<file path="src/rtl/scsi_dma_pkg.sv">
package scsi_dma_pkg;
  localparam int unsigned REG_AW = 3;

  localparam logic [REG_AW-1:0] OFS_CMD   = 3'd0;
  localparam logic [REG_AW-1:0] OFS_SCNT  = 3'd1;
  localparam logic [REG_AW-1:0] OFS_SADDR = 3'd2;
  localparam logic [REG_AW-1:0] OFS_WCNT  = 3'd3;
  localparam logic [REG_AW-1:0] OFS_WADDR = 3'd4;
  localparam logic [REG_AW-1:0] OFS_STAT  = 3'd5;
  localparam logic [REG_AW-1:0] OFS_SDESC = 3'd6;
  localparam logic [REG_AW-1:0] OFS_WDESC = 3'd7;

  typedef enum logic [1:0] {
    OP_IDLE  = 2'd0,
    OP_BLAST = 2'd1,
    OP_ABORT = 2'd2,
    OP_START = 2'd3
  } dma_op_e;

  localparam int unsigned CMD_W     = 8;
  localparam int unsigned CMD_DIR   = 7;
  localparam int unsigned STAT_W    = 6;
  localparam int unsigned ST_ERR    = 1;
  localparam int unsigned ST_ABT    = 2;
  localparam int unsigned ST_DONE   = 3;
  localparam int unsigned ST_IRQ    = 4;
  localparam logic [STAT_W-1:0] STICKY_MASK = 6'b00_1110;
endpackage

</file>
<file path="src/rtl/scsi_dma_regs.sv">
module scsi_dma_regs
  import scsi_dma_pkg::*;
#(
  parameter int unsigned DATA_W = 32,
  parameter int unsigned LEN_W  = 16
) (
  input  logic              clk_i,
  input  logic              rst_ni,
  input  logic              wr_i,
  input  logic              rd_i,
  input  logic [REG_AW-1:0] addr_i,
  input  logic [DATA_W-1:0] wdata_i,
  output logic [DATA_W-1:0] rdata_o,
  input  logic              w1c_mode_i,
  input  logic              core_irq_i,
  input  logic              core_done_i,
  input  logic              commit_i,
  input  logic [LEN_W-1:0]  commit_len_i,
  input  logic              drop_i,
  output logic              xfer_en_o,
  output logic              cancel_o,
  output logic [CMD_W-1:0]  cmd_o,
  output logic [DATA_W-1:0] scnt_o,
  output logic [DATA_W-1:0] wcnt_o,
  output logic [DATA_W-1:0] waddr_o,
  output logic [STAT_W-1:0] stat_o
);
  localparam logic [DATA_W-1:0] WADDR_RST = {DATA_W{1'b1}};
  localparam logic [DATA_W-1:0] WDESC_RST = ~DATA_W'(2);

  logic [CMD_W-1:0]  cmd_q;
  logic [DATA_W-1:0] scnt_q, saddr_q, sdesc_q, wcnt_q, waddr_q, wdesc_q;
  logic [STAT_W-1:0] stat_q, stat_nxt;
  logic              en_q, cancel_q;

  dma_op_e     op;
  logic        cmd_wr, is_start, is_idle, is_abort, stat_wr, stat_rd;
  logic [DATA_W-1:0] len_ext;

  assign op       = dma_op_e'(wdata_i[1:0]);
  assign cmd_wr   = wr_i && (addr_i == OFS_CMD);
  assign is_start = cmd_wr && (op == OP_START);
  assign is_idle  = cmd_wr && (op == OP_IDLE);
  assign is_abort = cmd_wr && (op == OP_ABORT);
  assign stat_wr  = wr_i && (addr_i == OFS_STAT);
  assign stat_rd  = rd_i && (addr_i == OFS_STAT);
  assign len_ext  = DATA_W'(commit_len_i);

  always_comb begin
    stat_nxt = stat_q;
    if (stat_rd && !w1c_mode_i) stat_nxt = stat_nxt & ~STICKY_MASK;
    if (stat_wr && w1c_mode_i)  stat_nxt = stat_nxt & ~(wdata_i[STAT_W-1:0] & STICKY_MASK);
    if (is_start) stat_nxt = '0;
    if (drop_i)   stat_nxt[ST_ERR] = 1'b1;
    if (is_abort) stat_nxt[ST_ABT] = 1'b1;
    if (commit_i && !is_start && (len_ext == wcnt_q)) stat_nxt[ST_DONE] = 1'b1;
    if (core_done_i) stat_nxt[ST_DONE] = 1'b1;
  end

  always_ff @(posedge clk_i or negedge rst_ni) begin
    if (!rst_ni) begin
      cmd_q    <= '0;
      scnt_q   <= '0;
      saddr_q  <= '0;
      sdesc_q  <= '0;
      wcnt_q   <= '0;
      waddr_q  <= WADDR_RST;
      wdesc_q  <= WDESC_RST;
      stat_q   <= '0;
      en_q     <= 1'b0;
      cancel_q <= 1'b0;
    end else begin
      cancel_q <= is_abort;
      stat_q   <= stat_nxt;
      if (wr_i) begin
        unique case (addr_i)
          OFS_CMD:   cmd_q   <= wdata_i[CMD_W-1:0];
          OFS_SCNT:  scnt_q  <= wdata_i;
          OFS_SADDR: saddr_q <= wdata_i;
          OFS_SDESC: sdesc_q <= wdata_i;
          default: ;
        endcase
      end
      if (is_start)  en_q <= 1'b1;
      else if (is_idle) en_q <= 1'b0;
      if (is_start) begin
        wcnt_q  <= scnt_q;
        waddr_q <= saddr_q;
        wdesc_q <= sdesc_q;
      end else begin
        if (core_done_i)   wcnt_q <= '0;
        else if (commit_i) wcnt_q <= wcnt_q - len_ext;
        if (commit_i)      waddr_q <= waddr_q + len_ext;
      end
    end
  end

  always_comb begin
    unique case (addr_i)
      OFS_CMD:   rdata_o = DATA_W'(cmd_q);
      OFS_SCNT:  rdata_o = scnt_q;
      OFS_SADDR: rdata_o = saddr_q;
      OFS_WCNT:  rdata_o = wcnt_q;
      OFS_WADDR: rdata_o = waddr_q;
      OFS_STAT:  rdata_o = DATA_W'(stat_q | (STAT_W'(core_irq_i) << ST_IRQ));
      OFS_SDESC: rdata_o = sdesc_q;
      default:   rdata_o = wdesc_q;
    endcase
  end

  assign xfer_en_o = en_q;
  assign cancel_o  = cancel_q;
  assign cmd_o     = cmd_q;
  assign scnt_o    = scnt_q;
  assign wcnt_o    = wcnt_q;
  assign waddr_o   = waddr_q;
  assign stat_o    = stat_q;
endmodule

</file>
<file path="src/rtl/scsi_dma_burst.sv">
module scsi_dma_burst #(
  parameter int unsigned DATA_W = 32,
  parameter int unsigned LEN_W  = 16
) (
  input  logic              clk_i,
  input  logic              rst_ni,
  input  logic              req_i,
  input  logic [LEN_W-1:0]  len_i,
  input  logic              dir_i,
  input  logic              en_i,
  input  logic              cmd_dir_i,
  input  logic [DATA_W-1:0] wcnt_i,
  input  logic [DATA_W-1:0] waddr_i,
  output logic              mem_valid_o,
  input  logic              mem_ready_i,
  output logic [DATA_W-1:0] mem_addr_o,
  output logic [LEN_W-1:0]  mem_len_o,
  output logic              commit_o,
  output logic [LEN_W-1:0]  commit_len_o,
  output logic              drop_o,
  output logic              ack_o,
  output logic [LEN_W-1:0]  xfer_len_o
);
  typedef enum logic {S_IDLE, S_BUSY} bst_state_e;

  bst_state_e        state_q;
  logic [DATA_W-1:0] addr_q;
  logic [LEN_W-1:0]  len_q, xlen_q, cap;
  logic              ack_q, take, skip;

  // Cap the request at the remaining count
  assign cap  = (DATA_W'(len_i) < wcnt_i) ? len_i : wcnt_i[LEN_W-1:0];
  assign take = (state_q == S_IDLE) && req_i && en_i;
  assign drop_o = take && (dir_i != cmd_dir_i);
  assign skip   = take && (drop_o || (cap == '0));
  assign commit_o = (state_q == S_BUSY) && mem_ready_i;

  always_ff @(posedge clk_i or negedge rst_ni) begin
    if (!rst_ni) begin
      state_q <= S_IDLE;
      addr_q  <= '0;
      len_q   <= '0;
      xlen_q  <= '0;
      ack_q   <= 1'b0;
    end else begin
      ack_q <= 1'b0;
      if (skip) begin
        ack_q  <= 1'b1;
        xlen_q <= '0;
      end else if (take) begin
        state_q <= S_BUSY;
        addr_q  <= waddr_i;
        len_q   <= cap;
      end else if (commit_o) begin
        state_q <= S_IDLE;
        ack_q   <= 1'b1;
        xlen_q  <= len_q;
      end
    end
  end

  assign mem_valid_o  = (state_q == S_BUSY);
  assign mem_addr_o   = addr_q;
  assign mem_len_o    = len_q;
  assign commit_len_o = len_q;
  assign ack_o        = ack_q;
  assign xfer_len_o   = xlen_q;
endmodule

</file>
<file path="src/rtl/scsi_dma_engine.sv">
module scsi_dma_engine
  import scsi_dma_pkg::*;
#(
  parameter int unsigned DATA_W = 32,
  parameter int unsigned LEN_W  = 16
) (
  input  logic              clk_i,
  input  logic              rst_ni,
  input  logic              reg_wr_i,
  input  logic              reg_rd_i,
  input  logic [2:0]        reg_addr_i,
  input  logic [DATA_W-1:0] reg_wdata_i,
  output logic [DATA_W-1:0] reg_rdata_o,
  input  logic              stat_w1c_i,
  input  logic              core_irq_i,
  input  logic              core_done_i,
  output logic              xfer_en_o,
  output logic              cancel_o,
  input  logic              burst_req_i,
  input  logic [LEN_W-1:0]  burst_len_i,
  input  logic              burst_dir_i,
  output logic              burst_ack_o,
  output logic [LEN_W-1:0]  burst_xfer_len_o,
  output logic              mem_valid_o,
  input  logic              mem_ready_i,
  output logic [DATA_W-1:0] mem_addr_o,
  output logic [LEN_W-1:0]  mem_len_o,
  output logic              mem_write_o
);
  logic [CMD_W-1:0]  cmd;
  logic [DATA_W-1:0] scnt, wcnt, waddr;
  logic [STAT_W-1:0] stat;
  logic              commit, drop;
  logic [LEN_W-1:0]  commit_len;

  scsi_dma_regs #(.DATA_W(DATA_W), .LEN_W(LEN_W)) u_regs (
    .clk_i        (clk_i),
    .rst_ni       (rst_ni),
    .wr_i         (reg_wr_i),
    .rd_i         (reg_rd_i),
    .addr_i       (reg_addr_i),
    .wdata_i      (reg_wdata_i),
    .rdata_o      (reg_rdata_o),
    .w1c_mode_i   (stat_w1c_i),
    .core_irq_i   (core_irq_i),
    .core_done_i  (core_done_i),
    .commit_i     (commit),
    .commit_len_i (commit_len),
    .drop_i       (drop),
    .xfer_en_o    (xfer_en_o),
    .cancel_o     (cancel_o),
    .cmd_o        (cmd),
    .scnt_o       (scnt),
    .wcnt_o       (wcnt),
    .waddr_o      (waddr),
    .stat_o       (stat)
  );

  scsi_dma_burst #(.DATA_W(DATA_W), .LEN_W(LEN_W)) u_burst (
    .clk_i        (clk_i),
    .rst_ni       (rst_ni),
    .req_i        (burst_req_i),
    .len_i        (burst_len_i),
    .dir_i        (burst_dir_i),
    .en_i         (xfer_en_o),
    .cmd_dir_i    (cmd[CMD_DIR]),
    .wcnt_i       (wcnt),
    .waddr_i      (waddr),
    .mem_valid_o  (mem_valid_o),
    .mem_ready_i  (mem_ready_i),
    .mem_addr_o   (mem_addr_o),
    .mem_len_o    (mem_len_o),
    .commit_o     (commit),
    .commit_len_o (commit_len),
    .drop_o       (drop),
    .ack_o        (burst_ack_o),
    .xfer_len_o   (burst_xfer_len_o)
  );

  assign mem_write_o = cmd[CMD_DIR];
endmodule

</file>
<file path="config.mk">
export PLATFORM = sky130hd
export DESIGN_NAME = scsi_dma_engine
export DESIGN_NICKNAME = d
export VERILOG_FILES = /design/src/rtl/scsi_dma_pkg.sv /design/src/rtl/scsi_dma_regs.sv /design/src/rtl/scsi_dma_burst.sv /design/src/rtl/scsi_dma_engine.sv
export SDC_FILE = /design/constraint.sdc
export NUM_CORES = 1
export LEC_CHECK = 0
export BUFFER_PORTS_ARGS = -buffer_cell sky130_fd_sc_hd__buf_2
export CORE_MARGIN = 1
export CORE_UTILIZATION = 30
export DETAILED_ROUTE_END_ITERATION = 8
export GPL_TIMING_DRIVEN = 1
export PLACE_DENSITY = 0.47
export SYNTH_ARGS = -nofsm -noshare
export SYNTH_HDL_FRONTEND = slang
export SYNTH_SLANG_ARGS = --single-unit
export TNS_END_PERCENT = 30
</file>
<file path="constraint.sdc">
create_clock -name clk_i -period 4.1 [get_ports clk_i]
set_input_delay 0.82 -clock clk_i [delete_from_list [all_inputs] [get_ports clk_i]]
set_output_delay 0.82 -clock clk_i [all_outputs]
set_load 0.01 [all_outputs]
</file>
==> metrics <==
core area roughly 50,000 um^2; HPWL Detailed 36,730 um; Rows 81; FF-to-FF End u_burst.mem_addr_o[13]; largest net degree at the start of global routing between 150 and 200; PD cells about 550 nW/um^2; clock-pin slew on the worst setup and hold paths 60 ps; part of the power in registers 0.401; main combinational cell family by area after synthesis multiplexers; Slew Viols, Final 0; Comb pwr share 0.289; first-pass GRT wire length between 70,000 and 80,000 um; final core occ 0.3624; Sum Neg Setup Slack 0 ps; Compound-Gate Fraction of Synth Area 0.1523; Worst Path Max Fanout 48; fmax about 280 MHz; antenna violations before repair 1; Int Pwr roughly 6.4 mW; Die Y 225.1 um; mux share of post-synthesis cell area 0.1562; final wirelength just over 50,000 um; final setup fails 0; vias in the first global route ~12,000; Cells after DPL 2,254; Port Buffers roughly 160; Setup WS post-layout 559.5 ps; share of total power in the clock network 0.310; Max stage delay cell, worst path or4_4; clk root buf clkbuf_16; Fillers between 5,000 and 6,000; synthesized area per cell about 10 um^2; Synth warnings 0; post-DR vias/cell around 5.3; cell depth of the worst setup path 7; CP peak stage delay 560 ps; antenna-violating nets left 0; syn nets around 1,600; Fin Clk Skew between 15 and 20 ps; DR WL/cell between 20 and 25 um; drt drc 0; sequential element share of the synthesized area 0.4593; Slew Limit Headroom 0.2323; DIE WIDTH roughly 230 um; GPL Wtd Cong slightly below 0.9; Critical Path RT between 4000 and 5000 ps; grt ovf 0; kind of cell adding the most delay to the critical path simple AND/OR/NAND/NOR gates; Synth Area in Adders 0.04205; EDFF count, synth 0; fin nets ~1,700; clock latency on the worst-skew pair approximately 540 ps; post-CTS repair timing setup buffer count 0; crit end category flip-flop; commonest cells after routing, fill and taps aside dfrtp_1 (208), nand2_1 (190), buf_2 (160); post-CTS sizing 0; Initial Utilization 0.3045; Cell Area, Synth ~15,000 um^2; Post-Place Worst Slack just under 600 ps; die area just over 50,000 um^2; Max clock buf depth 3; Reg-to-Reg Start u_regs.wcnt_o[25]; CP Launch Type flip-flop; multi-input logic area ~7500 um^2; unrepaired setup endpoints after global routing false; CP Data Arrival Time 3960 ps; Max H-tree Level 2; crit-path cells or4_4 -> or4_1 -> or3_1 -> a221oi_1 -> and3_2 -> buf_4 -> mux2_2; Psw 3.427 mW; VDD IR max approximately 0.00022 V; total I/O pin count 162; status finished clean; Post-Synth XOR/XNOR Area 0.02697; TritonCTS buffer count 35; most common cell after layout, fill and taps aside dfrtp_1; FF/Latch Area slightly below 7000 um^2; Tmin final around 3500 ps; worst path bufs/invs 1; final hold viol count 0; Worst-Margin Slew 1146 ps; via count 12,220; Iteration-0 DRC Markers slightly below 900; Hold Crit Class in -> async; switch share 0.3484; Pre-antenna DRT Iters 5; post-synthesis cell type count 69; CTS sink count 271; worst r2r path cells 7; Max Cap Viol 0; Hold Slack slightly below 60 ps; register bit total from synthesis approximately 270; post-route clock period utilization 0.8635; ys async rst share 1.000; CTS tree done; FF-to-FF setup slack ~560 ps; Hold Buf Count CTS 0; CP Class reg -> reg; ys flop type dfrtp_1; cell count after synthesis between 1,000 and 1,500; Leak ~8.0 nW; Inserted Diodes 0; Synth Area in Simple Gates 0.1247; GRT Total Usage 0.2027; Layout area overhead 19.02%; share of layout cells above drive strength 1 0.3008; Finished Layout Cells 2,316
cell type report:
| type | instances | area share |
|---|---|---|
| clock buffer | 53 | 0.06109 |
| clock inverter | 9 | 0.003097 |
| inverter | 45 | 0.009502 |
| multi-input combinational | 1066 | 0.4230 |
| sequential | 271 | 0.3859 |
| tap | 664 | 0.04673 |
| timing repair buffer | 208 | 0.07066 |
power by group through the flow:
| stage | combinational, mW | sequential [mW] | clock [mW] |
|---|---|---|---|
| after floorplan | 1.92 | 3.75 | 0 |
| after global placement | 2.79 | 3.98 | 0 |
| after detailed placement | 2.83 | 3.99 | 0 |
| after CTS | 2.84 | 3.94 | 3.13 |
| after global routing | 3.17 | 4.02 | 3.23 |
| final | 2.84 | 3.95 | 3.05 |
per-layer routing:
| layer | global-route usage | vias to the layer above | share of wire |
|---|---|---|---|
| li1 | - | 5649 | - |
| met1 | 0.2803 | 6166 | 0.46 |
| met2 | 0.3268 | 328 | 0.47 |
| met3 | 0.03220 | 71 | 0.047 |
| met4 | 0.05574 | 2 | 0.022 |
| met5 | 0 | - | 0.00020 |
synthesized netlist by cell type (30+ instances only):
master,number,share of area
mux2i_1,37,0.025
inv_1,44,0.011
a21oi_1,112,0.038
nor2_1,97,0.024
o21ai_0,73,0.024
dfstp_2,63,0.11
a22o_1,30,0.018
nand2_1,190,0.048
dfrtp_1,208,0.35
clkbuf_1,65,0.016
xnor2_1,31,0.018
nand3_1,31,0.010
ha_1,47,0.039
mux2_2,145,0.11
cell families (layout without fill, tap and decap cells):
logic type / after synthesis / after routing
AO/OA/AOI/OAI: 350 / 350
XOR/XNOR: 46 / 46
adder cells (fa/ha/maj): 49 / 49
buffers and inverters: 133 / 315
flip-flops: 271 / 271
multiplexers: 203 / 203
AND/OR/NAND/NOR: 418 / 418
state kept, by name (all words and copies together), names as in the netlist:
name and flops:
u_burst.mem_addr_o 32, u_regs.saddr_q 32, u_regs.scnt_o 32, u_regs.sdesc_q 32
u_regs.waddr_o 32, u_regs.wcnt_o 32, u_regs.wdesc_q 32, u_burst.commit_len_o 16
u_burst.xfer_len_o 16, u_regs.cmd_o 8, u_regs.stat_o 3, u_burst.ack_o 1
u_burst.mem_valid_o 1, u_regs.cancel_o 1, u_regs.xfer_en_o 1
worst max-delay path by stage:
stage / endpoint / start / slack [ps]
after global routing: u_burst.mem_addr_o[12] / u_regs.wcnt_o[25] / 500
after global placement: reg_rdata_o[24] / reg_addr_i[1] / 550
after floorplan: reg_rdata_o[3] / reg_addr_i[1] / 750
final: u_burst.mem_addr_o[13] / u_regs.wcnt_o[25] / 560
after CTS: reg_rdata_o[24] / reg_addr_i[1] / 580
after detailed placement: reg_rdata_o[24] / reg_addr_i[1] / 580
per-stage QoR:
stage	cell area, um^2	power (mW)
2_1_floorplan	14940	5.666
3_3_place_gp	16640	6.772
3_5_place_dp	16640	6.814
4_1_cts	17780	9.921
5_1_grt	17780	10.42
6_report	17780	9.838
Power figures use the tool's default switching activity.
